==> src/rtl/hms_pkg.sv <==
package hms_pkg;

  // Bits needed to hold values 0 .. modulus-1
  function automatic int digit_width(input int modulus);
    int w;
    w = $clog2(modulus);
    if (w < 1) w = 1;
    return w;
  endfunction

endpackage

==> src/rtl/hms_rst_sync.sv <==
module hms_rst_sync (
  input  logic clk,
  input  logic rst_n,
  output logic rst_sync_n
);

  logic stage1_q;
  logic stage2_q;

  always_ff @(posedge clk or negedge rst_n) begin
    if (!rst_n) begin
      stage1_q <= 1'b0;
      stage2_q <= 1'b0;
    end else begin
      stage1_q <= 1'b1;
      stage2_q <= stage1_q;
    end
  end

  assign rst_sync_n = stage2_q;

endmodule

==> src/rtl/hms_digit.sv <==
module hms_digit #(
  parameter int MODULUS = 60,
  parameter int WIDTH   = hms_pkg::digit_width(MODULUS)
) (
  input  logic             clk,
  input  logic             rst_n,
  input  logic             clr,
  input  logic             inc,
  output logic [WIDTH-1:0] value,
  output logic             roll
);

  localparam logic [WIDTH-1:0] TOP = WIDTH'(MODULUS - 1);
  localparam logic [WIDTH-1:0] ONE = WIDTH'(1);

  logic [WIDTH-1:0] value_q;
  logic [WIDTH-1:0] value_d;
  logic             at_top;
  logic             load_en;

  assign at_top  = (value_q == TOP);
  assign load_en = clr | inc;

  // Next-state logic: clear has precedence over advance
  always_comb begin
    value_d = value_q;
    if (clr) begin
      value_d = '0;
    end else if (inc) begin
      value_d = at_top ? '0 : (value_q + ONE);
    end
  end

  always_ff @(posedge clk or negedge rst_n) begin
    if (!rst_n) begin
      value_q <= '0;
    end else if (load_en) begin
      value_q <= value_d;
    end
  end

  // Mealy carry: only while advancing from the top value
  assign roll  = inc & ~clr & at_top;
  assign value = value_q;

endmodule

==> src/rtl/hms_clock.sv <==
module hms_clock #(
  parameter int SEC_MOD = 60,
  parameter int MIN_MOD = 60,
  parameter int HR_MOD  = 24,
  localparam int SEC_W  = hms_pkg::digit_width(SEC_MOD),
  localparam int MIN_W  = hms_pkg::digit_width(MIN_MOD),
  localparam int HR_W   = hms_pkg::digit_width(HR_MOD)
) (
  input  logic             clk,
  input  logic             rst_n,
  input  logic             clr,
  input  logic             inc,
  output logic [SEC_W-1:0] seconds,
  output logic [MIN_W-1:0] minutes,
  output logic [HR_W-1:0]  hours,
  output logic             day_tick
);

  logic rst_core_n;
  logic sec_roll;
  logic min_roll;
  logic hr_roll;

  hms_rst_sync u_rst_sync (
    .clk        (clk),
    .rst_n      (rst_n),
    .rst_sync_n (rst_core_n)
  );

  hms_digit #(.MODULUS(SEC_MOD), .WIDTH(SEC_W)) u_sec (
    .clk   (clk),
    .rst_n (rst_core_n),
    .clr   (clr),
    .inc   (inc),
    .value (seconds),
    .roll  (sec_roll)
  );

  hms_digit #(.MODULUS(MIN_MOD), .WIDTH(MIN_W)) u_min (
    .clk   (clk),
    .rst_n (rst_core_n),
    .clr   (clr),
    .inc   (sec_roll),
    .value (minutes),
    .roll  (min_roll)
  );

  hms_digit #(.MODULUS(HR_MOD), .WIDTH(HR_W)) u_hr (
    .clk   (clk),
    .rst_n (rst_core_n),
    .clr   (clr),
    .inc   (min_roll),
    .value (hours),
    .roll  (hr_roll)
  );

  assign day_tick = hr_roll;

endmodule

==> config.mk <==
export PLATFORM = sky130hd
export DESIGN_NAME = hms_clock
export DESIGN_NICKNAME = d
export VERILOG_FILES = /design/src/rtl/hms_pkg.sv /design/src/rtl/hms_rst_sync.sv /design/src/rtl/hms_digit.sv /design/src/rtl/hms_clock.sv
export SDC_FILE = /design/constraint.sdc
export NUM_CORES = 1
export LEC_CHECK = 0
export BUFFER_PORTS_ARGS = -buffer_cell sky130_fd_sc_hd__buf_2
export CAP_MARGIN = 30
export CORE_AREA = 2 2 62 64
export DETAILED_ROUTE_END_ITERATION = 7
export DIE_AREA = 0 0 64 66
export PLACE_DENSITY = 0.54
export SLEW_MARGIN = 30
export SYNTH_ARGS = -nofsm -noshare
export SYNTH_HDL_FRONTEND = slang
export SYNTH_HIERARCHICAL = 1
export SYNTH_SLANG_ARGS = --single-unit
==> constraint.sdc <==
create_clock -name clk -period 2.29 [get_ports clk]
set_clock_uncertainty 0.2 [all_clocks]
set_input_delay 0 -clock clk [delete_from_list [all_inputs] [get_ports clk]]
set_output_delay 0 -clock clk [all_outputs]
set_load 0.005 [all_outputs]
* After elaboration in Yosys (flattened, before gate mapping)
Cells that the tools add are included.
** Operators by class
- Equal/unequal tests :: 3
- Bitwise logic cells :: 10
- Mux-type cells :: 9
- Reductions and logical operators :: 6
- $add $sub $neg :: 3
** Operators with widths (count)
- $mux W6 :: 6
- $mux W5 :: 3
- $add A6 B1 Y6 const B :: 2
- $eq A6 B6 Y1 const B :: 2
- $and A1 B1 Y1 :: 6
- $reduce_and A2 Y1 :: 3
- $reduce_bool A2 Y1 :: 3
- $add A5 B1 Y5 const B :: 1
- $eq A5 B5 Y1 const B :: 1
- $or A1 B1 Y1 :: 3
- $not A1 Y1 :: 1
** Storage, ports and cells
- Logic and storage cells :: 36
- Register bits :: 19

* Depth between registers and ports, before layout
Gate-level depths: netlist of run 1.
- Depth in word-level cells :: 7
- Gate-level depth with buffers :: 9

* Modules after synthesis
Netlist of run 1, hierarchy kept.
** Modules (own cells, without submodules)
- hms_digit (u_min ...) :: instances 2, cells an instance 37, sequential area each 150.1 µm², area an instance 346.6 µm²
- hms_digit (u_hr) :: instances 1, cells an instance 24, sequential area each 125.1 µm², area an instance 264.0 µm²
- hms_rst_sync :: instances 1, cells an instance 3, sequential area each 50.0 µm², area an instance 53.8 µm²

* Worst setup path before layout of run 1
Ideal clock, no wire load.
- Kind :: register to register
- Start point :: reg u_sec.value_q[0], in the netlist u_sec/value[0]
- End point :: reg u_hr.value_q[3], in the netlist u_hr/value[3]
- Setup time :: 0.123 ns
- Data arrival time :: 1.891 ns
- Required time :: 1.967 ns
- Slack :: 0.076 ns
- Path buffers :: 2
- Cell stages (with the launch flop) :: 10
- Path through :: dfrtp_1 -> ha_1 -> nand2b_1 -> or2_1 -> nor3b_1 -> buf_2 -> nor3b_1 -> buf_2 -> nand4_1 -> mux2i_1
** On the way
- Cells in the longest elaborated chain, start to end :: 6
- Elaborated cells on any way between the ends :: 7
** Ends and longest elaborated chain
- start: declaration :: line hms_digit.sv:16 : logic [WIDTH-1:0] value_q;
- start signal: assignment :: line hms_digit.sv:38 : value_q <= value_d;
- $eq A6 B6 Y1 * :: line hms_digit.sv:21 : assign at_top = (value_q == TOP);
- $and A1 B1 Y1 * :: line hms_digit.sv:43 : assign roll = inc & ~clr & at_top;
- named net sec_roll :: line hms_clock.sv:20 : logic sec_roll;
- $and A1 B1 Y1 * (2 in a row) :: line hms_digit.sv:43
- named net min_roll :: line hms_clock.sv:21 : logic min_roll;
- $reduce_bool A2 Y1 (no source line) or $or A1 B1 Y1 (tied branches)
- $reduce_and A2 Y1 (no source line) *
- end signal: assignment :: line hms_digit.sv:38
- end: declaration :: line hms_digit.sv:16
The timed path passes the listed nets; every way through them passes the cells marked *.
A chain may end at the register's enable or synchronous reset.

* Worst setup path in the final report of run 1
- Start point :: reg u_sec.value_q[1], in the netlist u_sec/value[1]
- End point :: out day_tick
** On the way
- Cells in the longest elaborated chain, start to end :: 6
** Ends and longest elaborated chain
- $eq A6 B6 Y1 :: line hms_digit.sv:21
- $and A1 B1 Y1 :: line hms_digit.sv:43
- named net sec_roll :: line hms_clock.sv:20
- $and A1 B1 Y1 (2 in a row) :: line hms_digit.sv:43
- named net min_roll :: line hms_clock.sv:21
- $and A1 B1 Y1 (2 in a row) :: line hms_digit.sv:43
- end: declaration :: line hms_clock.sv:16 : output logic day_tick
The timed path passes the listed nets, and every way through them passes these cells.

==> results of run 1 <==
-- power groups by stage --
| stage | logic (mW) | registers, mW | clock network [mW] |
|---|---|---|---|
| 5_1_grt | 0.0673 | 0.362 | 0.194 |
| 2_1_floorplan | 0.0226 | 0.367 | 0 |
| 4_1_cts | 0.0608 | 0.359 | 0.178 |
| 3_5_place_dp | 0.0465 | 0.368 | 0 |
| 6_report | 0.0604 | 0.359 | 0.170 |
| 3_3_place_gp | 0.0455 | 0.367 | 0 |
-- per-stage QoR --
stage          util (%)  area (um2)
5_1_grt           37.98        1349
6_report          37.98        1349
3_3_place_gp      33.76        1199
2_1_floorplan         -        1011
4_1_cts           37.53        1333
3_5_place_dp      33.76        1199
-- path summary, 6_finish.rpt --
path	start	to	slack, ns	cells past startpoint
setup reg to reg	u_sec/value[1]	u_min/value[5]	0.11	9
hold reg to reg	u_rst_sync/rst_sync_n	u_sec/value[4]	0.09	0
min in group clk	u_rst_sync/stage1_q	u_rst_sync/rst_sync_n	0.16	0
setup / recovery	u_sec/value[1]	day_tick	0.04	9
max in group asynchronous	u_rst_sync/rst_sync_n	u_hr/value[4]	1.35	0
hold / removal	u_rst_sync/rst_sync_n	u_sec/value[4]	0.09	0
-- metal layers --
layer  up-vias  track usage [%]  share of wire (%)
met5         -                0                  0
met4         0            1.902                  0
met3         0            3.748                5.4
met2        19            20.05                 50
met1       432            13.16                 45
li1        443                -                  -
-- cells in the mapped netlist, drive strengths merged --
| cell type | count |
|---|---|
| a211o | 1 |
| nor2 | 6 |
| dfrtp | 19 |
| nand3 | 9 |
| nor3 | 1 |
| buf | 5 |
| a31oi | 4 |
| o211ai | 2 |
| o2111ai | 2 |
| a21bo | 1 |
| nand3b | 1 |
| a21oi | 5 |
| conb | 1 |
| or3b | 5 |
| ha | 3 |
| nand2b | 6 |
| nand2 | 8 |
| xnor2 | 1 |
| mux2i | 5 |
| or3 | 2 |
| nor3b | 4 |
| a31o | 2 |
| or2 | 4 |
| nand4 | 4 |
-- flip-flops by register name, summed over array words and instances (netlist names) --
name / flops
u_min/value: 6
u_rst_sync/stage1_q: 1
u_rst_sync/rst_sync_n: 1
u_sec/value: 6
u_hr/value: 5
-- area by class of cell --
class	instances	area share, %
flip-flops and latches	19	35.25
repair buffers	39	19.02
clock buffers	4	1.948
multi-input cells	77	39.33
well taps	48	4.453
-- logic make-up (layout without fill, tap and decap cells) --
family | count (synthesis) | count (layout) | share of synthesized area, %
compound gates | 17 | 17 | 11.76
xor+xnor | 1 | 1 | 0.8665
fa+ha+maj | 3 | 3 | 3.713
buf+inv | 5 | 43 | 2.228
flops | 19 | 19 | 47.03
mux | 5 | 5 | 4.951
other cells | 1 | 1 | 0.3709
simple gates | 50 | 50 | 29.08
-- placed cells by master, fill, tap and decap left out --
master | Yosys | final
a21bo_2 | 1 | 1
a31o_2 | 2 | 2
o211ai_1 | 2 | 2
nor3b_1 | 4 | 2
buf_2 | 3 | 21
a211o_1 | 1 | 1
clkbuf_1 | 0 | 1
dfrtp_1 | 19 | 19
nand2b_1 | 6 | 6
buf_6 | 0 | 1
clkbuf_4 | 0 | 3
ha_1 | 3 | 2
mux2i_1 | 5 | 5
buf_4 | 0 | 12
nand3b_1 | 1 | 1
ha_2 | 0 | 1
o2111ai_1 | 2 | 2
nand3_1 | 7 | 7
dlygate4sd3_1 | 0 | 5
nand2_1 | 8 | 8
conb_1 | 1 | 1
nor3_2 | 0 | 1
or2_0 | 2 | 2
a31oi_1 | 4 | 4
nand3_2 | 2 | 2
xnor2_1 | 1 | 1
a21oi_1 | 5 | 5
nor3b_2 | 0 | 2
nor2_1 | 6 | 6
or3b_1 | 5 | 5
or2_1 | 2 | 2
or3_1 | 2 | 2
nand4_1 | 4 | 4
-- repair_timing --
| action | 4_1_cts | 5_1_grt |
|---|---|---|
| setup buffers | 6 | 1 |
| pin swaps | 4 | 2 |
| resized for setup | 3 | 2 |
| hold buffers | 5 | 0 |
| hold endpoints to repair | 16 | 0 |
| setup endpoints to repair | 1 | 1 |
==> out/qor.csv, run 1 <==
metric;value;unit
drtAntennaViolNets;0;
status;complete, no violations;
startpoint_type;flop;
area_growth_syn_to_layout;33.42;%
slew_headroom;52.96;%
fin_setup_tns;0;ns
hpwl;1480;um
finalNetCount;147;
firstDrtPassIters;4;
path_cells;ha_2, nand2b_1, or2_1, nor3b_2, nor3b_2, buf_4, nand4_1, nor3_2, buf_2;
cts_made_buffers;3;
grt_max_degree;25;
clockBufferDepth;2;
finalHoldViolCount;0;
regArea;475.5;um2
viasPerCell;4.781;
num-fill-cells;365;
slowest_stage;dfrtp_1;
path_clk_slew;0.11;ns
min_path_type;flop to asynchronous set/reset pin;
row_count;22;
fin_hold_ws;0.09363;ns
die_h;66;um
cts.sinks;19;
cp_max_fo;3;
crit_family;simple AND/OR/NAND/NOR gates;
gp_congestion;0.8735;
setup_viol;0;
die_area;4224;um2
synth_nets;108;
cts-htree-levels;1;
pwr-share-seq;60.9;%
core;3551;um2
wirelength;2165;um
fin_crit_sh;98.26;%
drv_slew;0;
syn_area_per_cell;10.01;um2
first_global_vias;839;
synth-seq-cells;19;
grt-ovfl-total;0;
clockPowerShare;28.9;%
endpoint_kind;output pin;
synth_cells;101;
post-place-ws;0.09361;ns
ios;22;
p_comb_share;10.2;%
multi_input_area;530.5;um2
yosys_warnings;6;
start_util;28.47;%
critPathKind;flop to output pin;
drive_above_1_share;33.09;%
drtIter0Drc;51;
cts_tree;built;
p_leak;0.6163;nW
worst_ep_arrival_time;2.05;ns
worstPathBufferInverterCount;2;
cap_violations;0;
die_w;64;um
synth_top_area_share;47.03;%
num_antenna_cells;0;
synth_top_area_cell;dfrtp_1;
antenna_found_initial;0;
synth_area;1011;um2
root_buffer;clkbuf_4;
ir_worst_vdd;0.3518;mV
rsz0062_at_grt;true;
worst_slack;0.03987;ns
crit_path_max_incr_delay;0.37;ns
ys_seq_area_share;47.03;%
p_sw;144.5;uW
required;2.09;ns
p_int;444.9;uW
worst_pin_slew;0.7055;ns
clk_latency;0.29;ns
synth_area_leaders;dfrtp_1 (47%), mux2i_1 (5.0%), or3b_1 (4.3%), ha_1 (3.7%), nand2b_1 (3.7%);
synth_cell_types;27;
numPortBuffers;21;
wl_per_cell;11.58;um
grtUsageTotal;11.22;%
totalPowerFinal;589.4;uW
crit_top_cell;nor3b_2;
stdcell_count;187;
dp_cells;171;
grt_pass1_wl;3746;um
drcViolationCount;0;
period_minus_slack;2.250;ns
p_per_area;437.0;nW/um2
fmax;444.4;MHz
dr_total_vias;894;
switching_share;24.51;%
Note: power is estimated with default switching activity, not from simulation.
==> inputs of run 2 (changes only) <==
- CELL_PAD_IN_SITES_DETAIL_PLACEMENT: default -> 1
- CELL_PAD_IN_SITES_GLOBAL_PLACEMENT: default -> 1
- PLACE_DENSITY: 0.54 -> 0.65
==> out/qor.csv, run 2 (synthesis results as in run 1) <==
metric;value;unit;change
min_path_type;flop to asynchronous set/reset pin;;
status;complete, no violations;;
clockBufferDepth;2;;unchanged
worst_pin_slew;0.7507;ns;+0.04511 ns
path_clk_slew;0.12;ns;about the same
finalHoldViolCount;0;;unchanged
p_per_area;430.6;nW/um2;-1.5%
design_area;1391;um2;+3.2%
row_count;22;;unchanged
final_common_cell;buf_2;;
mostFrequentLayoutCells;buf_2 (21), dfrtp_1 (19), buf_4 (16), nand2_1 (8);;
stdcell_count;189;;+1.1%
firstDrtPassIters;4;;unchanged
ir_worst_vdd;0.1684;mV;-52%
p_int;446.7;uW;+0.39%
grt_pass1_wl;4436;um;+18%
drcViolationCount;0;;unchanged
r2r_cells;8;;-1
drive_above_1_share;37.59;%;+4.5 points
fmax;447.2;MHz;+0.63%
numPortBuffers;21;;unchanged
dp_cells;171;;unchanged
p_sw;152.4;uW;+5.5%
switching_share;25.44;%;+0.93 points
wirelength;2608;um;+20%
critPathKind;flop to output pin;;
grtUsageTotal;13.47;%;+2.3 points
startpoint_type;flop;;
finalNetCount;149;;+1.4%
p_leak;0.6283;nW;+1.9%
slew_headroom;49.96;%;-3.0 points
die_area;4224;um2;unchanged
endpoint_kind;output pin;;
viasPerCell;4.910;;+2.7%
setup_viol;0;;unchanged
cts_made_buffers;3;;unchanged
area_growth_syn_to_layout;37.62;%;
antenna_found_initial;0;;unchanged
rsz0062_at_grt;true;;
start_util;28.47;%;unchanged
drv_slew;0;;unchanged
clockPowerShare;28.9;%;about the same
cts.sinks;19;;unchanged
grt_max_degree;25;;unchanged
drtAntennaViolNets;0;;unchanged
fin_setup_tns;0;ns;unchanged
root_buffer;clkbuf_4;;
dr_total_vias;928;;+3.8%
cts-htree-levels;1;;unchanged
cap_violations;0;;unchanged
wl_per_cell;13.80;um;+19%
die_h;66;um;unchanged
required;2.09;ns;about the same
ios;22;;unchanged
core;3551;um2;unchanged
rrSetupSlack;0.20;ns;+0.09 ns
hpwl;1702;um;+15%
cts_tree;built;;
period_minus_slack;2.236;ns;-0.01419 ns
num_antenna_cells;0;;unchanged
pwr-share-seq;60.3;%;-0.6 points
cp_max_fo;2;;-1
p_comb_share;10.8;%;+0.6 points
grt-ovfl-total;0;;unchanged
die_w;64;um;unchanged
place_area;1199;um2;unchanged
fin_crit_sh;97.64;%;-0.62 points
gp_congestion;0.7546;;-14%
first_global_vias;961;;+15%
drtIter0Drc;39;;-24%
worst_ep_arrival_time;2.04;ns;about the same
clk_latency;0.30;ns;about the same
run 2: cell count changes in the layout (fill, tap and decap cells not counted), sizes merged:
cell / previous run / this run
buf: 34 / 37
dlygate4sd3: 5 / 4
run 2: through the flow:
| stage | setup WS (ns) | utilization [%] | hold WS [ns] | power (mW) |
|---|---|---|---|---|
| finish | 0.05406 | 39.18 | 0.1187 | 0.5991 |
| global route | -0.1597 | 39.18 | 0.1679 | 0.6421 |
| CTS | -0.009699 | 37.88 | 0.1620 | 0.6055 |
| detailed placement | 0.05378 | 33.76 | -0.4145 | 0.4153 |
| global placement | 0.1429 | 33.76 | -0.4151 | 0.4132 |
| floorplan | 0.07565 | - | -0.4956 | 0.3894 |
run 2: metal layers:
metal | part of all wire [%] | wire length [um] | track usage, % | up-vias
met4 | 0.69 | 18 | 2.989 | 0
li1 | - | - | - | 445
met3 | 2.7 | 70 | 3.748 | 2
met5 | 0 | 0 | 0 | -
met2 | 54 | 1406 | 23.70 | 15
met1 | 43 | 1112 | 16.31 | 466
run 2: critical path: stages, from the launching register on:
cell and delay [ns]:
dfrtp_1 0.41, ha_4 0.17, nand2b_4 0.05, or2_4 0.24, nor3b_4 0.18, nor3b_2 0.18, buf_4 0.13, nand4_1 0.11
nor3_2 0.12, buf_2 0.13
run 2: power by group through the flow:
stage	logic, mW	registers, mW	clock network (mW)
6_report	0.0648	0.361	0.173
5_1_grt	0.0722	0.364	0.206
4_1_cts	0.0595	0.361	0.185
3_5_place_dp	0.0468	0.368	0
3_3_place_gp	0.0460	0.367	0
2_1_floorplan	0.0226	0.367	0
run 2: final timing paths:
check	startpoint	endpoint
hold reg to reg	u_rst_sync/rst_sync_n	u_sec/value[1]
max in group asynchronous	u_rst_sync/rst_sync_n	u_min/value[1]
setup reg to reg	u_sec/value[0]	u_min/value[5]
min in group clk	u_rst_sync/stage1_q	u_rst_sync/rst_sync_n
setup / recovery	u_sec/value[0]	day_tick
hold / removal	u_rst_sync/rst_sync_n	u_sec/value[1]
run 2: what timing repair did:
| item | in CTS | in global routing |
|---|---|---|
| pin swaps | 4 | 2 |
| hold buffers | 4 | 0 |
| hold endpoints to repair | 16 | 0 |
| gates resized for setup | 6 | 4 |
| setup buffers | 7 | 3 |
| setup endpoints to repair | 1 | 1 |
run 2: area by class of cell:
class / instances / area [um2]
multi-input cells: 77 / 564.3
well taps: 48 / 60.06
flip-flops and latches: 19 / 475.5
repair buffers: 41 / 265.3
clock buffers: 4 / 26.28
fillers: 411 / 2160
==> inputs of run 3 (changes only) <==
- ABC_AREA: default -> 1
- CORE_AREA: 2 2 62 64 -> 2 2 64 66
- DIE_AREA: 0 0 64 66 -> 0 0 66 68
- PLACE_DENSITY: 0.65 -> 0.68
==> out/qor.csv, run 3 <==
metric;value;unit;change
status;complete, no violations;;
stdcell_count;224;;+19%
path_clk_slew;0.07;ns;-0.05 ns
p_per_area;433.4;nW/um2;+0.66%
critPathKind;flop to output pin;;
p_sw;148.4;uW;-2.6%
ios;22;;unchanged
ys_seq_area_share;42.89;%;-4.1 points
cap_violations;0;;unchanged
totalPowerFinal;633.9;uW;+5.8%
yosys.cell_count.top_type;nand2_1;;
p_comb_share;7.9;%;-2.9 points
core;3856;um2;+8.6%
row_count;23;;+4.5%
startpoint_type;flop;;
drcViolationCount;0;;unchanged
period_minus_slack;2.245;ns;+0.009284 ns
wl_per_cell;12.96;um;-6.1%
synth_area_leaders;dfrtp_1 (43%), nand2_1 (16%), inv_1 (4.1%), ha_1 (3.4%), nand3_1 (3.2%);;
regArea;475.5;um2;unchanged
die_h;68;um;+3.0%
grt-ovfl-total;0;;unchanged
grt_max_degree;18;;-28%
synth_cell_types;22;;-19%
hpwl;2083;um;+22%
antenna_found_initial;0;;unchanged
cp_max_fo;4;;+2
viasPerCell;4.540;;-7.5%
dp_cells;210;;+23%
pwr-share-seq;55.2;%;-5.1 points
numPortBuffers;21;;unchanged
cts_made_buffers;3;;unchanged
multi_input_area;593.1;um2;+5.1%
switching_share;23.41;%;-2.0 points
gp_congestion;0.7575;;+0.38%
fin_hold_ws;0.1122;ns;-0.006476 ns
synth_top_area_share;42.89;%;-4.1 points
mostFrequentLayoutCells;nand2_1 (46), buf_2 (21), dfrtp_1 (19), inv_1 (12), buf_4 (8);;
wirelength;2903;um;+11%
worst_pin_slew;0.7431;ns;-0.007577 ns
ir_worst_vdd;0.2530;mV;+50%
clk_latency;0.25;ns;-0.05 ns
grtUsageTotal;13.53;%;+0.056 points
required;2.09;ns;about the same
drtIter0Drc;17;;-56%
synth_area;1109;um2;+9.7%
synth_ff_type;dfrtp_1;;
final_common_cell;nand2_1;;
area_growth_syn_to_layout;31.94;%;
finalNetCount;182;;+22%
fmax;445.4;MHz;-0.41%
num_antenna_cells;0;;unchanged
setup_viol;0;;unchanged
root_buffer;clkbuf_8;;
dr_total_vias;1017;;+9.6%
cts.sinks;19;;unchanged
endpoint_kind;output pin;;
async_flop_share;100.0;%;unchanged
p_int;485.5;uW;+8.7%
p_leak;0.7498;nW;+19%
slew_headroom;50.46;%;+0.51 points
design_area;1463;um2;+5.1%
cts_tree;built;;
die_w;66;um;+3.1%
synth_nets;144;;+33%
drv_slew;0;;unchanged
rsz0062_at_grt;true;;
yosys_warnings;6;;unchanged
synth_cells;137;;+36%
drive_above_1_share;31.61;%;-6.0 points
synth_top_area_cell;dfrtp_1;;
syn_area_per_cell;8.092;um2;-19%
finalHoldViolCount;0;;unchanged
yosys-top-cells-count;nand2_1 (47), dfrtp_1 (19), inv_1 (12);;
drtAntennaViolNets;0;;unchanged
synth-seq-cells;19;;unchanged
cts-htree-levels;1;;unchanged
worst_ep_arrival_time;2.05;ns;about the same
fin_setup_tns;0;ns;unchanged
first_global_vias;1014;;+5.5%
fin_crit_sh;98.04;%;+0.41 points
place_area;1284;um2;+7.1%
min_path_type;flop to asynchronous set/reset pin;;
start_util;28.75;%;+0.28 points
clockBufferDepth;2;;unchanged
clockPowerShare;37.0;%;+8.1 points
die_area;4488;um2;+6.3%
grt_pass1_wl;4581;um;+3.3%
synth_edf_count;0;;unchanged
num-fill-cells;480;;+17%
firstDrtPassIters;3;;-1
## run 3: changes by cell type after synthesis, moves of 6 or more
| cell | change |
|---|---|
| inv_1 | +12 |
| nand2_1 | +39 |
| nand2b_1 | -6 |
| o21ai_0 | +6 |
## run 3: final cells by class
class                   instances  share of cell area (%)
multi-input cells             100                   40.55
flip-flops and latches         19                   32.51
repair buffers                 35                   15.40
well taps                      50                   4.277
inverters                      16                   4.106
clock buffers                   3                   2.823
clock inverters                 1                  0.3422
## run 3: kinds of logic (layout without fill, tap and decap cells)
family,after synthesis,in the layout,synth area share (%)
xor gates and xnor gates,2,2,1.580
other,1,1,0.3383
buffers and inverters,18,55,7.448
and+or+nand+nor,81,81,35.67
adders and majority gates,3,3,3.386
AOI/OAI and AO/OA,13,13,8.691
DFF,19,19,42.89
## run 3: critical path, stage by stage, from the launching register on
cell	delay [ns]
dfrtp_1	0.40
ha_4	0.19
nand2_4	0.07
nor4_4	0.25
nand2_2	0.13
nor4_4	0.26
inv_2	0.07
nor2_4	0.12
inv_2	0.07
nor3_2	0.10
buf_2	0.14
## run 3: path summary, 6_finish.rpt
kind | from | endpoint | slack (ns) | cells after the start
hold reg to reg | u_rst_sync/rst_sync_n | u_hr/value[3] | 0.11 | 0
hold / removal | u_rst_sync/rst_sync_n | u_hr/value[3] | 0.11 | 0
max in group asynchronous | u_rst_sync/rst_sync_n | u_min/value[3] | 1.31 | 0
setup / recovery | u_sec/value[0] | day_tick | 0.04 | 10
setup reg to reg | u_sec/value[0] | u_sec/value[1] | 0.08 | 5
min in group clk | u_rst_sync/stage1_q | u_rst_sync/rst_sync_n | 0.17 | 0
## run 3: power groups by stage
stage / Combinational, mW / Clock [mW] / Sequential [mW]
after floorplan: 0.0156 / 0 / 0.355
after global placement: 0.0345 / 0 / 0.355
after detailed placement: 0.0354 / 0 / 0.355
after CTS: 0.0445 / 0.246 / 0.349
after global routing: 0.0556 / 0.263 / 0.351
final: 0.0499 / 0.234 / 0.350
## run 3: metal layers
metal  share of wire (%)  track usage (%)
met1                  43            16.32
met2                  54            23.99
met3                 2.2            1.974
met4                 1.2            6.122
met5                   0                0
## run 3: stage by stage
step	setup slack (ns)	util [%]
after floorplan	0.1884	-
after CTS	0.003547	36.83
after global placement	0.1780	33.29
after global routing	-0.1161	37.93
final	0.04478	37.93
after detailed placement	0.08134	33.29
## run 3: timing repair
item / CTS / global route
endpoints found under the hold margin: 16 / 0
setup buffers: 1 / 3
setup endpoints to repair: 1 / 1
pin swaps: 1 / 3
resized for setup: 4 / 3
hold buffers: 6 / 0
